### config.mk
export PLATFORM = sky130hd
export DESIGN_NAME = xlat_unit
export DESIGN_NICKNAME = d
export VERILOG_FILES = /design/src/rtl/xlat_pkg.sv /design/src/rtl/xlat_entry_file.sv /design/src/rtl/xlat_assoc_find.sv /design/src/rtl/xlat_direct_find.sv /design/src/rtl/xlat_check.sv /design/src/rtl/xlat_unit.sv
export SDC_FILE = /design/constraint.sdc
export NUM_CORES = 1
export LEC_CHECK = 0
export BUFFER_PORTS_ARGS = -buffer_cell sky130_fd_sc_hd__clkbuf_2
export CORE_ASPECT_RATIO = 0.75
export CORE_MARGIN = 2
export CORE_UTILIZATION = 54
export DETAILED_ROUTE_END_ITERATION = 16
export PLACE_DENSITY = 0.77
export SLEW_MARGIN = 10
export SYNTH_ARGS = -nofsm -noshare
export SYNTH_HDL_FRONTEND = slang
export SYNTH_SLANG_ARGS = --single-unit
### constraint.sdc
create_clock -name clk -period 3.6 [get_ports clk]
set_input_delay 0.36 -clock clk [delete_from_list [all_inputs] [get_ports clk]]
set_output_delay 0.36 -clock clk [all_outputs]
set_load 0.1 [all_outputs]
### src/rtl/xlat_pkg.sv
package xlat_pkg;
  typedef enum logic [2:0] {
    XC_OK    = 3'd0,
    XC_ALIGN = 3'd1,
    XC_FAULT = 3'd2,
    XC_PROT  = 3'd3,
    XC_BUS   = 3'd4
  } xlat_code_e;

  typedef enum logic [1:0] {
    SZ_BYTE = 2'd0,
    SZ_HALF = 2'd1,
    SZ_WORD = 2'd2,
    SZ_WRD3 = 2'd3
  } xlat_size_e;
endpackage

### src/rtl/xlat_entry_file.sv
module xlat_entry_file #(
  parameter int N     = 4,
  parameter int VPN_W = 24,
  parameter int PFN_W = 8,
  localparam int IDX_W = (N > 1) ? $clog2(N) : 1
) (
  input  logic                      clk,
  input  logic                      rst,
  input  logic                      fill_en,
  input  logic [IDX_W-1:0]          fill_idx,
  input  logic                      fill_valid,
  input  logic [VPN_W-1:0]          fill_vpn,
  input  logic [PFN_W-1:0]          fill_pfn,
  input  logic                      fill_ro,
  input  logic                      upd_en,
  input  logic [IDX_W-1:0]          upd_idx,
  input  logic                      upd_write,
  input  logic [IDX_W-1:0]          probe_idx,
  output logic                      probe_used,
  output logic                      probe_dirty,
  output logic [N-1:0]              valid_o,
  output logic [N-1:0][VPN_W-1:0]   vpn_o,
  output logic [N-1:0][PFN_W-1:0]   pfn_o,
  output logic [N-1:0]              ro_o
);
  logic [N-1:0]            valid_q, ro_q, used_q, dirty_q;
  logic [N-1:0][VPN_W-1:0] vpn_q;
  logic [N-1:0][PFN_W-1:0] pfn_q;

  always_ff @(posedge clk) begin
    if (rst) begin
      for (int i = 0; i < N; i++) begin
        valid_q[i] <= 1'b0;
        ro_q[i]    <= 1'b0;
        used_q[i]  <= 1'b0;
        dirty_q[i] <= 1'b0;
        vpn_q[i]   <= '0;
        pfn_q[i]   <= '0;
      end
    end else begin
      if (upd_en) begin
        used_q[upd_idx] <= 1'b1;
        if (upd_write) dirty_q[upd_idx] <= 1'b1;
      end
      if (fill_en) begin
        valid_q[fill_idx] <= fill_valid;
        vpn_q[fill_idx]   <= fill_vpn;
        pfn_q[fill_idx]   <= fill_pfn;
        ro_q[fill_idx]    <= fill_ro;
        used_q[fill_idx]  <= 1'b0;
        dirty_q[fill_idx] <= 1'b0;
      end
    end
  end

  assign valid_o     = valid_q;
  assign vpn_o       = vpn_q;
  assign pfn_o       = pfn_q;
  assign ro_o        = ro_q;
  assign probe_used  = used_q[probe_idx];
  assign probe_dirty = dirty_q[probe_idx];

  // a fill leaves the entry unreferenced and unmodified
  a_r10_fill_clears: assert property (@(posedge clk) disable iff (rst)
    fill_en |=> (!used_q[$past(fill_idx)] && !dirty_q[$past(fill_idx)]));
  // the modified flag is never set without the referenced flag
  a_r7_dirty_implies_used: assert property (@(posedge clk) disable iff (rst)
    (dirty_q & ~used_q) == '0);
endmodule

### src/rtl/xlat_assoc_find.sv
module xlat_assoc_find #(
  parameter int N     = 4,
  parameter int VPN_W = 24,
  localparam int IDX_W = (N > 1) ? $clog2(N) : 1
) (
  input  logic                    clk,
  input  logic                    rst,
  input  logic [VPN_W-1:0]        vpn,
  input  logic [N-1:0]            valid_i,
  input  logic [N-1:0][VPN_W-1:0] vpn_i,
  output logic                    hit,
  output logic                    range_err,
  output logic [IDX_W-1:0]        idx
);
  logic [N-1:0] match_vec;

  for (genvar g = 0; g < N; g++) begin : g_cmp
    assign match_vec[g] = valid_i[g] && (vpn_i[g] == vpn);
  end

  // walk from the top so the lowest matching index is the one kept
  always_comb begin
    hit = 1'b0;
    idx = '0;
    for (int i = N - 1; i >= 0; i--) begin
      if (match_vec[i]) begin
        hit = 1'b1;
        idx = IDX_W'(i);
      end
    end
  end

  assign range_err = 1'b0;

  // a hit is reported exactly when some entry matches
  a_r4_hit_iff_match: assert property (@(posedge clk) disable iff (rst)
    hit == (|match_vec));
  // the chosen entry matches and no lower index matches
  a_r4_lowest_wins: assert property (@(posedge clk) disable iff (rst)
    hit |-> (match_vec[idx] && ((match_vec & ((N'(1) << idx) - N'(1))) == '0)));
endmodule

### src/rtl/xlat_direct_find.sv
module xlat_direct_find #(
  parameter int N     = 16,
  parameter int VPN_W = 24,
  localparam int IDX_W = (N > 1) ? $clog2(N) : 1
) (
  input  logic               clk,
  input  logic               rst,
  input  logic [VPN_W-1:0]   vpn,
  input  logic [N-1:0]       valid_i,
  output logic               hit,
  output logic               range_err,
  output logic [IDX_W-1:0]   idx
);
  assign range_err = (vpn >= VPN_W'(N));
  assign idx       = vpn[IDX_W-1:0];
  assign hit       = !range_err && valid_i[idx];

  // a page number past the table never produces a hit
  a_r3_no_hit_out_of_range: assert property (@(posedge clk) disable iff (rst)
    range_err |-> !hit);
endmodule

### src/rtl/xlat_check.sv
module xlat_check
  import xlat_pkg::*;
#(
  parameter int PFN_W          = 8,
  parameter int NUM_PHYS_PAGES = 16
) (
  input  logic [1:0]       size,
  input  logic [1:0]       addr_lo,
  input  logic             write,
  input  logic             range_err,
  input  logic             hit,
  input  logic             ro,
  input  logic [PFN_W-1:0] pfn,
  output xlat_code_e       code
);
  logic misaligned;

  always_comb begin
    unique case (xlat_size_e'(size))
      SZ_BYTE:          misaligned = 1'b0;
      SZ_HALF:          misaligned = addr_lo[0];
      SZ_WORD, SZ_WRD3: misaligned = |addr_lo;
      default:          misaligned = 1'b0;
    endcase
  end

  always_comb begin
    if (misaligned)                          code = XC_ALIGN;
    else if (range_err)                      code = XC_ALIGN;
    else if (!hit)                           code = XC_FAULT;
    else if (ro && write)                    code = XC_PROT;
    else if ({1'b0, pfn} >= (PFN_W+1)'(NUM_PHYS_PAGES)) code = XC_BUS;
    else                                     code = XC_OK;
  end
endmodule

### src/rtl/xlat_unit.sv
module xlat_unit
  import xlat_pkg::*;
#(
  parameter int USE_TLB        = 1,
  parameter int VA_W           = 32,
  parameter int OFF_W          = 8,
  parameter int PFN_W          = 8,
  parameter int NUM_PHYS_PAGES = 16,
  parameter int TLB_ENTRIES    = 4,
  parameter int PT_ENTRIES     = 16,
  localparam int VPN_W   = VA_W - OFF_W,
  localparam int PA_W    = PFN_W + OFF_W,
  localparam int ENTRIES = (USE_TLB != 0) ? TLB_ENTRIES : PT_ENTRIES,
  localparam int IDX_W   = (ENTRIES > 1) ? $clog2(ENTRIES) : 1
) (
  input  logic             clk,
  input  logic             rst,
  input  logic             req_valid,
  input  logic [VA_W-1:0]  req_vaddr,
  input  logic [1:0]       req_size,
  input  logic             req_write,
  input  logic             fill_en,
  input  logic [IDX_W-1:0] fill_idx,
  input  logic             fill_valid,
  input  logic [VPN_W-1:0] fill_vpn,
  input  logic [PFN_W-1:0] fill_pfn,
  input  logic             fill_ro,
  input  logic [IDX_W-1:0] probe_idx,
  output logic             probe_used,
  output logic             probe_dirty,
  output logic             resp_valid,
  output logic [2:0]       resp_code,
  output logic [PA_W-1:0]  resp_paddr
);
  logic [VPN_W-1:0] vpn;
  logic [OFF_W-1:0] offset;
  assign vpn    = req_vaddr[VA_W-1:OFF_W];
  assign offset = req_vaddr[OFF_W-1:0];

  logic [ENTRIES-1:0]            valid_tab, ro_tab;
  logic [ENTRIES-1:0][VPN_W-1:0] vpn_tab;
  logic [ENTRIES-1:0][PFN_W-1:0] pfn_tab;
  logic                          hit, range_err;
  logic [IDX_W-1:0]              sel;
  xlat_code_e                    code;
  logic                          upd_en;

  assign upd_en = req_valid && (code == XC_OK);

  xlat_entry_file #(.N(ENTRIES), .VPN_W(VPN_W), .PFN_W(PFN_W)) u_entries (
    .clk, .rst,
    .fill_en, .fill_idx, .fill_valid, .fill_vpn, .fill_pfn, .fill_ro,
    .upd_en, .upd_idx(sel), .upd_write(req_write),
    .probe_idx, .probe_used, .probe_dirty,
    .valid_o(valid_tab), .vpn_o(vpn_tab), .pfn_o(pfn_tab), .ro_o(ro_tab)
  );

  if (USE_TLB != 0) begin : g_assoc
    xlat_assoc_find #(.N(ENTRIES), .VPN_W(VPN_W)) u_find (
      .clk, .rst, .vpn, .valid_i(valid_tab), .vpn_i(vpn_tab),
      .hit, .range_err, .idx(sel)
    );
  end else begin : g_direct
    xlat_direct_find #(.N(ENTRIES), .VPN_W(VPN_W)) u_find (
      .clk, .rst, .vpn, .valid_i(valid_tab),
      .hit, .range_err, .idx(sel)
    );
  end

  xlat_check #(.PFN_W(PFN_W), .NUM_PHYS_PAGES(NUM_PHYS_PAGES)) u_check (
    .size(req_size), .addr_lo(req_vaddr[1:0]), .write(req_write),
    .range_err, .hit, .ro(ro_tab[sel]), .pfn(pfn_tab[sel]), .code
  );

  always_ff @(posedge clk) begin
    if (rst) begin
      resp_valid <= 1'b0;
      resp_code  <= 3'd0;
      resp_paddr <= '0;
    end else begin
      resp_valid <= req_valid;
      if (req_valid) begin
        resp_code  <= code;
        resp_paddr <= (code == XC_OK) ? {pfn_tab[sel], offset} : '0;
      end
    end
  end

  // misaligned word access yields an address error next cycle
  a_r1_word_align: assert property (@(posedge clk) disable iff (rst)
    (req_valid && req_size[1] && (req_vaddr[1:0] != 2'b00)) |=> (resp_code == 3'd1));
  // a response follows a request by exactly one cycle
  a_r9_resp_timing: assert property (@(posedge clk) disable iff (rst)
    resp_valid == $past(req_valid));
  // no address leaks out with an error code
  a_r9_zero_on_error: assert property (@(posedge clk) disable iff (rst)
    (resp_valid && resp_code != 3'd0) |-> (resp_paddr == '0));
  // a successful response keeps the request's page offset
  a_r2_offset_kept: assert property (@(posedge clk) disable iff (rst)
    (resp_valid && resp_code == 3'd0) |-> (resp_paddr[OFF_W-1:0] == $past(offset)));
endmodule

==> metrics.md, run 1 <==
| Metric | Value |
|---|---|
| # diodes | 0 |
| Non-filler instance count after layout | 1214 |
| Routed vias/inst | 5.917 |
| Total GRT Usage | 31.06% |
| Critical path cell sequence | xnor2_1 -> nand4_1 -> nor4_1 -> a22oi_1 -> nor4_1 -> o211ai_2 -> buf_4 -> o31ai_1 |
| Gp weighted congestion | 1.076 |
| Initial antenna violation count | 0 |
| Final core occ | 63.66% |
| Rows | 37 |
| Root Buffer | clkbuf_16 |
| Peak Freq | 339.8 MHz |
| Slew HR | 28.06% |
| CP endpoint kind | flip-flop |
| CP Capture Point | u_entries.dirty_q[3] |
| R2R setup slack | 0.66 ns |
| Via count | 7183 |
| Outcome | completed |
| DRT Pass-1 Iters | 7 |
| Post-Route Setup TNS | 0 ns |
| Arrival @ worst endpoint | 3.28 ns |
| DRT Wirelength | 23020 microns |
| Worst-Margin Slew | 1.079 ns |
| Largest net degree at the start of global routing | 81 |
| Overflow after GRT | 0 |
| # IOs | 99 |
| Slew Viols, Final | 0 |
| Setup crit start kind | flip-flop |
| Maximum clock path buffer count | 2 |
| Number of hold violations in the final report | 0 |
| Most frequent cell after synthesis | nand2_1 |
| Die area | 0.01490 sq mm |
| Detailed-route wire length per cell | 18.96 microns |
| Post-synth EDFFs | 0 |
| CTS tree | built |
| Final net count | 1109 |
| Buffers and inverters on the worst path | 1 |
| Async SR Flop Fraction | 0% |
| # DRC | 0 |
| Ys flop type | dfxtp_1 |
| Slowest CP cell | nor4_1 |
| H-tree depth | 4 |
| Chip width | 140.3 microns |
| Die span in y | 106.2 microns |
| Final setup viols | 0 |
| Clock latency on the worst-skew pair | 0.43 ns |
| Main area contributors after synthesis | dfxtp_1, nand2_1, a21oi_1 |
| Dpl hpwl | 15900 microns |
| Critical path's largest stage delay | 0.68 ns |
| Syn_nets | 1034 |
| Port bufs | 98 |
| Layout cells sized above 1 | 15.69% |
| Total CTS buffers | 17 |
| Initial core utilization | 55.07% |
| Setup CP Type | flip-flop to flip-flop |
| DP Worst Slack | 0.6259 ns |
| PwrDens | 480.3 mW/mm^2 |
| 1st-iter DRT viols | 717 |
| Final worst slack | 0.6568 ns |
| Final ANT Viol Nets | 0 |
| Synth area leader | dfxtp_1 |
| R2R cell count | 8 |
| FF+latch count, synth | 164 |
| Reg-to-Reg Start | u_entries.vpn_o[40] |
| Clk_skew | 0.006444 ns |
| Synth cell types | 52 |
| Worst R2R End | u_entries.dirty_q[3] |
| Synth warn | 0 |
| CP delay by family, top | simple AND/OR/NAND/NOR gates |
| Post-CTS resize count | 0 |
| Max FO, Critical Path | 14 |
| Commonest cells in the netlist | nand2_1, dfxtp_1, a21oi_1 |
| VDD IR max | 335.5 uV |
| Max cap viols | 0 |
| Syn_area_per_cell | 7.859 sq um |
| # Post-CTS Setup Buffers | 0 |
| Vias in the first global route | 6635 |
| Area Growth Syn to Fin | 15.59% |
| Min-Delay Path Class | primary input to flip-flop |
| Cell mode on critical path | nor4_1 |
| CP Data Required Time | 3.94 ns |
| Stages on the worst setup path | 8 |
| Synth top area share | 43.65% |
| Critical Path Source | u_entries.vpn_o[40] |
| Hold_buf cts | 0 |
| Inst Count DP | 1188 |
| Core Region | 0.01366 sq mm |
| RSZ-0062 raised after global routing | false |
| Mapped Cells | 957 |
| Min Tclk post-route | 2.943 ns |
| Reg clk slew, reported paths | 0.06 ns |
| Synthesized area | 0.007521 sq mm |
| Num Clock Sinks | 164 |
| Period utilisation layout | 81.75% |
| Register area share after synthesis | 43.65% |
| First-pass GRT wire length | 35380 microns |
| P_leak | 3.167 nW |
worst min path at each step:
stage	from	endpoint	slack (ns)	depth (start not counted)
after floorplan	u_entries.dirty_q[3]	u_entries.dirty_q[3]	0.42	2
after global placement	resp_paddr[8]	resp_paddr[8]	0.44	2
after detailed placement	u_entries.used_q[1]	u_entries.used_q[1]	0.44	2
after CTS	req_vaddr[6]	resp_paddr[6]	0.16	3
after global routing	req_vaddr[2]	resp_paddr[2]	0.17	3
final	req_vaddr[6]	resp_paddr[6]	0.17	3
routing by layer:
metal  GRT usage, %  vias up  share of wire, %
li1               -     3385                 -
met1          44.88     3354                44
met2          45.31      398                43
met3          7.027       46                11
met4          11.62        0               2.2
met5              0        -                 0
worst reg2reg max path: stages, from the launching register on:
cell and delay [ns]:
dfxtp_1 0.32, xnor2_1 0.41, nand4_1 0.15, nor4_1 0.68, a22oi_1 0.30, nor4_1 0.38
o211ai_2 0.12, buf_4 0.22, o31ai_1 0.26
sequential cells by signal, indices dropped and copies added, names as in the netlist:
signal / count
u_entries.vpn_o: 96
u_entries.ro_o: 4
resp_code: 3
u_entries.pfn_o: 32
u_entries.valid_o: 4
resp_valid: 1
u_entries.dirty_q: 4
u_entries.used_q: 4
resp_paddr: 16
placed cells by master (no fill, tap or decap), types with 11 or more instances in the layout:
cell / synthesis / final
nand2_1: 310 / 310
dfxtp_1: 164 / 164
a21oi_1: 140 / 140
clkbuf_2: 1 / 97
xnor2_1: 51 / 51
xor2_1: 46 / 46
nand4_1: 21 / 21
nor4_1: 21 / 21
clkbuf_16: 0 / 17
buf_4: 0 / 16
nand3_1: 15 / 15
nor3_1: 12 / 12
or4_1: 11 / 11
nand2b_1: 11 / 11
cells by family after synthesis:
family | after synthesis | share of synthesized area, %
buffers and inverters | 58 | 3.310
DFF | 164 | 43.65
muxes | 2 | 0.5989
and+or+nand+nor | 443 | 26.20
xor gates and xnor gates | 97 | 11.30
AOI/OAI and AO/OA | 193 | 14.94
power breakdown:
part,internal (mW),total (mW),switching (mW)
combinational,0.138,0.439,0.301
sequential,1.87,1.90,0.0349
clock,1.14,1.83,0.694
total,3.15,4.17,1.03
metrics by stage:
| stage | total power [mW] | area (sq um) | hold slack, ns |
|---|---|---|---|
| 2_1_floorplan | 2.187 | 7521 | 0.4198 |
| 3_3_place_gp | 2.360 | 8110 | 0.4363 |
| 3_5_place_dp | 2.363 | 8110 | 0.4408 |
| 4_1_cts | 4.177 | 8693 | 0.1593 |
| 5_1_grt | 4.286 | 8693 | 0.1737 |
| 6_report | 4.175 | 8693 | 0.1673 |
layout make-up:
class                      count  area (sq um)
fill                        1191          4964
clock inverter                 5         102.6
tap                          175         219.0
timing repair buffer         113         605.6
sequential                   164          3283
multi-input combinational    735          3999
inverter                       1         3.754
clock buffer                  21         480.5
(Power assumes the default switching activity.)
==> run 2, diff against run 1 <==
- CORE_UTILIZATION: 54 -> 52
- PLACE_DENSITY: 0.77 -> 0.78
- clock period: 3.6 -> 2.6 ns (I/O delays scaled with it)
==> metrics.md, run 2 (synthesized netlist as in run 1, its figures left out) <==
| Metric | Value |
|---|---|
| Setup crit start kind | flip-flop (unchanged) |
| CP endpoint kind | flip-flop (unchanged) |
| Final worst slack | -0.06082 ns (was 0.6568 ns) |
| # diodes | 0 (unchanged) |
| Critical path's largest stage delay | 0.52 ns (was 0.68 ns) |
| CTS tree | built (unchanged) |
| Routed vias/inst | 5.727 (was 5.917) |
| Overflow after GRT | 0 (unchanged) |
| # DRC | 0 (unchanged) |
| First-pass GRT wire length | 36240 microns (was 35380 microns) |
| Max FFs per register | 96 (unchanged) |
| Worst-Margin Slew | 1.191 ns (was 1.079 ns) |
| Num Clock Sinks | 164 (unchanged) |
| Tot Pwr | 5.806 mW (was 4.175 mW) |
| Clk_skew | 0.01372 ns (was 0.006444 ns) |
| Hold WS | 0.07398 ns (was 0.1673 ns) |
| PwrDens | 632.6 mW/mm^2 (was 480.3 mW/mm^2) |
| Int Pwr | 4.236 mW (was 3.145 mW) |
| Fin area | 0.009179 sq mm (was 0.008693 sq mm) |
| Die span in y | 108.2 microns (was 106.2 microns) |
| Rows | 38 (was 37) |
| Chip width | 142.9 microns (was 140.3 microns) |
| Failing checks | setup timing |
| Period utilisation layout | 102.3% (was 81.75%) |
| Outcome | finished, violations left (was completed) |
| Root Buffer | clkbuf_16 (unchanged) |
| Clk pwr share | 43.1% (was 43.9%) |
| Core Region | 0.01431 sq mm (was 0.01366 sq mm) |
| Setup CP Type | flip-flop to flip-flop (unchanged) |
| Dpl hpwl | 16100 microns (was 15900 microns) |
| RSZ-0062 raised after global routing | true (was false) |
| Via count | 7416 (was 7183) |
| Reg clk slew, reported paths | 0.07 ns (was 0.06 ns) |
| Detailed-route wire length per cell | 18.12 microns (was 18.96 microns) |
| Final setup viols | 15 (was 0) |
| Sw frac | 27.04% (was 24.66%) |
| Clock latency on the worst-skew pair | 0.43 ns (about the same) |
| DRT Pass-1 Iters | 8 (was 7) |
| Arrival @ worst endpoint | 3.02 ns (was 3.28 ns) |
| 1st-iter DRT viols | 739 (was 717) |
| Min-Delay Path Class | primary input to flip-flop (unchanged) |
| Total CTS buffers | 17 (unchanged) |
| Final ANT Viol Nets | 0 (unchanged) |
| # IOs | 99 (unchanged) |
| Layout cells sized above 1 | 21.37% (was 15.69%) |
| Gp weighted congestion | 0.9923 (was 1.076) |
| DP Worst Slack | -0.1357 ns (was 0.6259 ns) |
| Port bufs | 98 (unchanged) |
| Area Growth Syn to Fin | 22.04% (was 15.59%) |
| Slew HR | 20.28% (was 28.06%) |
| Die area | 0.01545 sq mm (was 0.01490 sq mm) |
| Largest net degree at the start of global routing | 72 (was 81) |
| Max FO, Critical Path | 8 (was 14) |
| VDD IR max | 390.7 uV (was 335.5 uV) |
| Critical path cell sequence | xor2_2 -> or4_4 -> or4_1 -> a211o_1 -> a211oi_2 -> o211ai_2 -> buf_6 -> o21ai_2 (was xnor2_1 -> nand4_1 -> nor4_1 -> a22oi_1 -> nor4_1 -> o211ai_2 -> buf_4 -> o31ai_1) |
| H-tree depth | 4 (unchanged) |
| Final net count | 1159 (was 1109) |
| Commonest non-fill, non-tap cell in the layout | nand2_1 (unchanged) |
| DRT Wirelength | 23470 microns (was 23020 microns) |
| Min Tclk post-route | 2.661 ns (was 2.943 ns) |
| Logic gate share of total power | 11.6% (was 10.5%) |
| P_leak | 3.433 nW (was 3.167 nW) |
| Flop pwr share | 45.4% (was 45.6%) |
| CP Data Required Time | 2.96 ns (was 3.94 ns) |
| Slew Viols, Final | 0 (unchanged) |
| Peak Freq | 375.8 MHz (was 339.8 MHz) |
| Initial core utilization | 52.55% (was 55.07%) |
| Placed cell area | 0.008509 sq mm (was 0.008110 sq mm) |
| Number of hold violations in the final report | 0 (unchanged) |
| Total GRT Usage | 30.71% (was 31.06%) |
| Filler cells | 1252 (was 1191) |
| Max cap viols | 0 (unchanged) |
| Switching Power | 1.570 mW (was 1.030 mW) |
| Initial antenna violation count | 0 (unchanged) |
| Maximum clock path buffer count | 2 (unchanged) |
| Slowest CP cell | or4_4 (was nor4_1) |
| Vias in the first global route | 6704 (was 6635) |
| Most frequent cells in the layout | nand2_1, dfxtp_1, a21oi_1 (unchanged) |
[run 2: cell types whose count changed in the layout (fill, tap and decap cells not counted), sizes merged]
cell and delta:
clkbuf -1, clkinv +4, clkinvlp +1, bufinv -2, buf +50, inv +4
[run 2: power groups by stage]
| stage | sequential [mW] | clock [mW] | combinational, mW |
|---|---|---|---|
| after detailed placement | 2.69 | 0 | 0.637 |
| final | 2.63 | 2.50 | 0.673 |
| after global routing | 2.64 | 2.62 | 0.720 |
| after CTS | 2.63 | 2.51 | 0.646 |
| after global placement | 2.68 | 0 | 0.630 |
| after floorplan | 2.70 | 0 | 0.332 |
[run 2: final cells by class]
type	instances	area (sq um)	area share, %
Clock buffer	20	466.7	5.085
Clock inverter	12	120.1	1.309
Inverter	1	3.754	0.04089
Multi-Input combinational cell	735	4061	44.25
Sequential cell	164	3288	35.82
Tap cell	200	250.2	2.726
Timing Repair Buffer	163	988.4	10.77
[run 2: path summary, 6_finish.rpt]
check / endpoint / startpoint / cells after the start / slack (ns)
max: resp_paddr[6] / u_entries.vpn_o[90] / 8 / -0.06
min: resp_paddr[3] / req_vaddr[3] / 3 / 0.07
max reg2reg: resp_paddr[6] / u_entries.vpn_o[90] / 8 / -0.06
min reg2reg: resp_paddr[8] / resp_paddr[8] / 2 / 0.45
[run 2: critical path, delay by kind of cell, from the launching register on]
kind | cells | cell delay [ns]
AOI/OAI and AO/OA | 4 | 0.83
xor gates and xnor gates | 1 | 0.19
buffers and inverters | 1 | 0.20
DFF | 1 | 0.34
and+or+nand+nor | 2 | 1.04
[run 2: per-stage QoR]
step	instances	util, %	setup TNS [ns]
2_1_floorplan	957	-	0
3_3_place_gp	1262	59.46	-0.8849
3_5_place_dp	1262	59.46	-1.724
4_1_cts	1294	63.81	-0.07380
5_1_grt	1295	64.14	-1.728
6_report	1295	64.14	-0.4050
[run 2: per-layer routing]
layer / track usage (%) / share of wire [%] / vias to the layer above
met5: 0 / 0 / -
met4: 8.628 / 2.1 / 0
met3: 8.415 / 12 / 47
met2: 45.81 / 43 / 417
met1: 43.76 / 42 / 3460
li1: - / - / 3492
[run 2: what timing repair did]
item / in CTS / in global routing
setup buffers: 0 / 1
pin swaps: 9 / 8
hold buffers: 0 / 0
setup endpoints to repair: 18 / 21
hold endpoints to repair: 0 / 0
resized for setup: 12 / 9
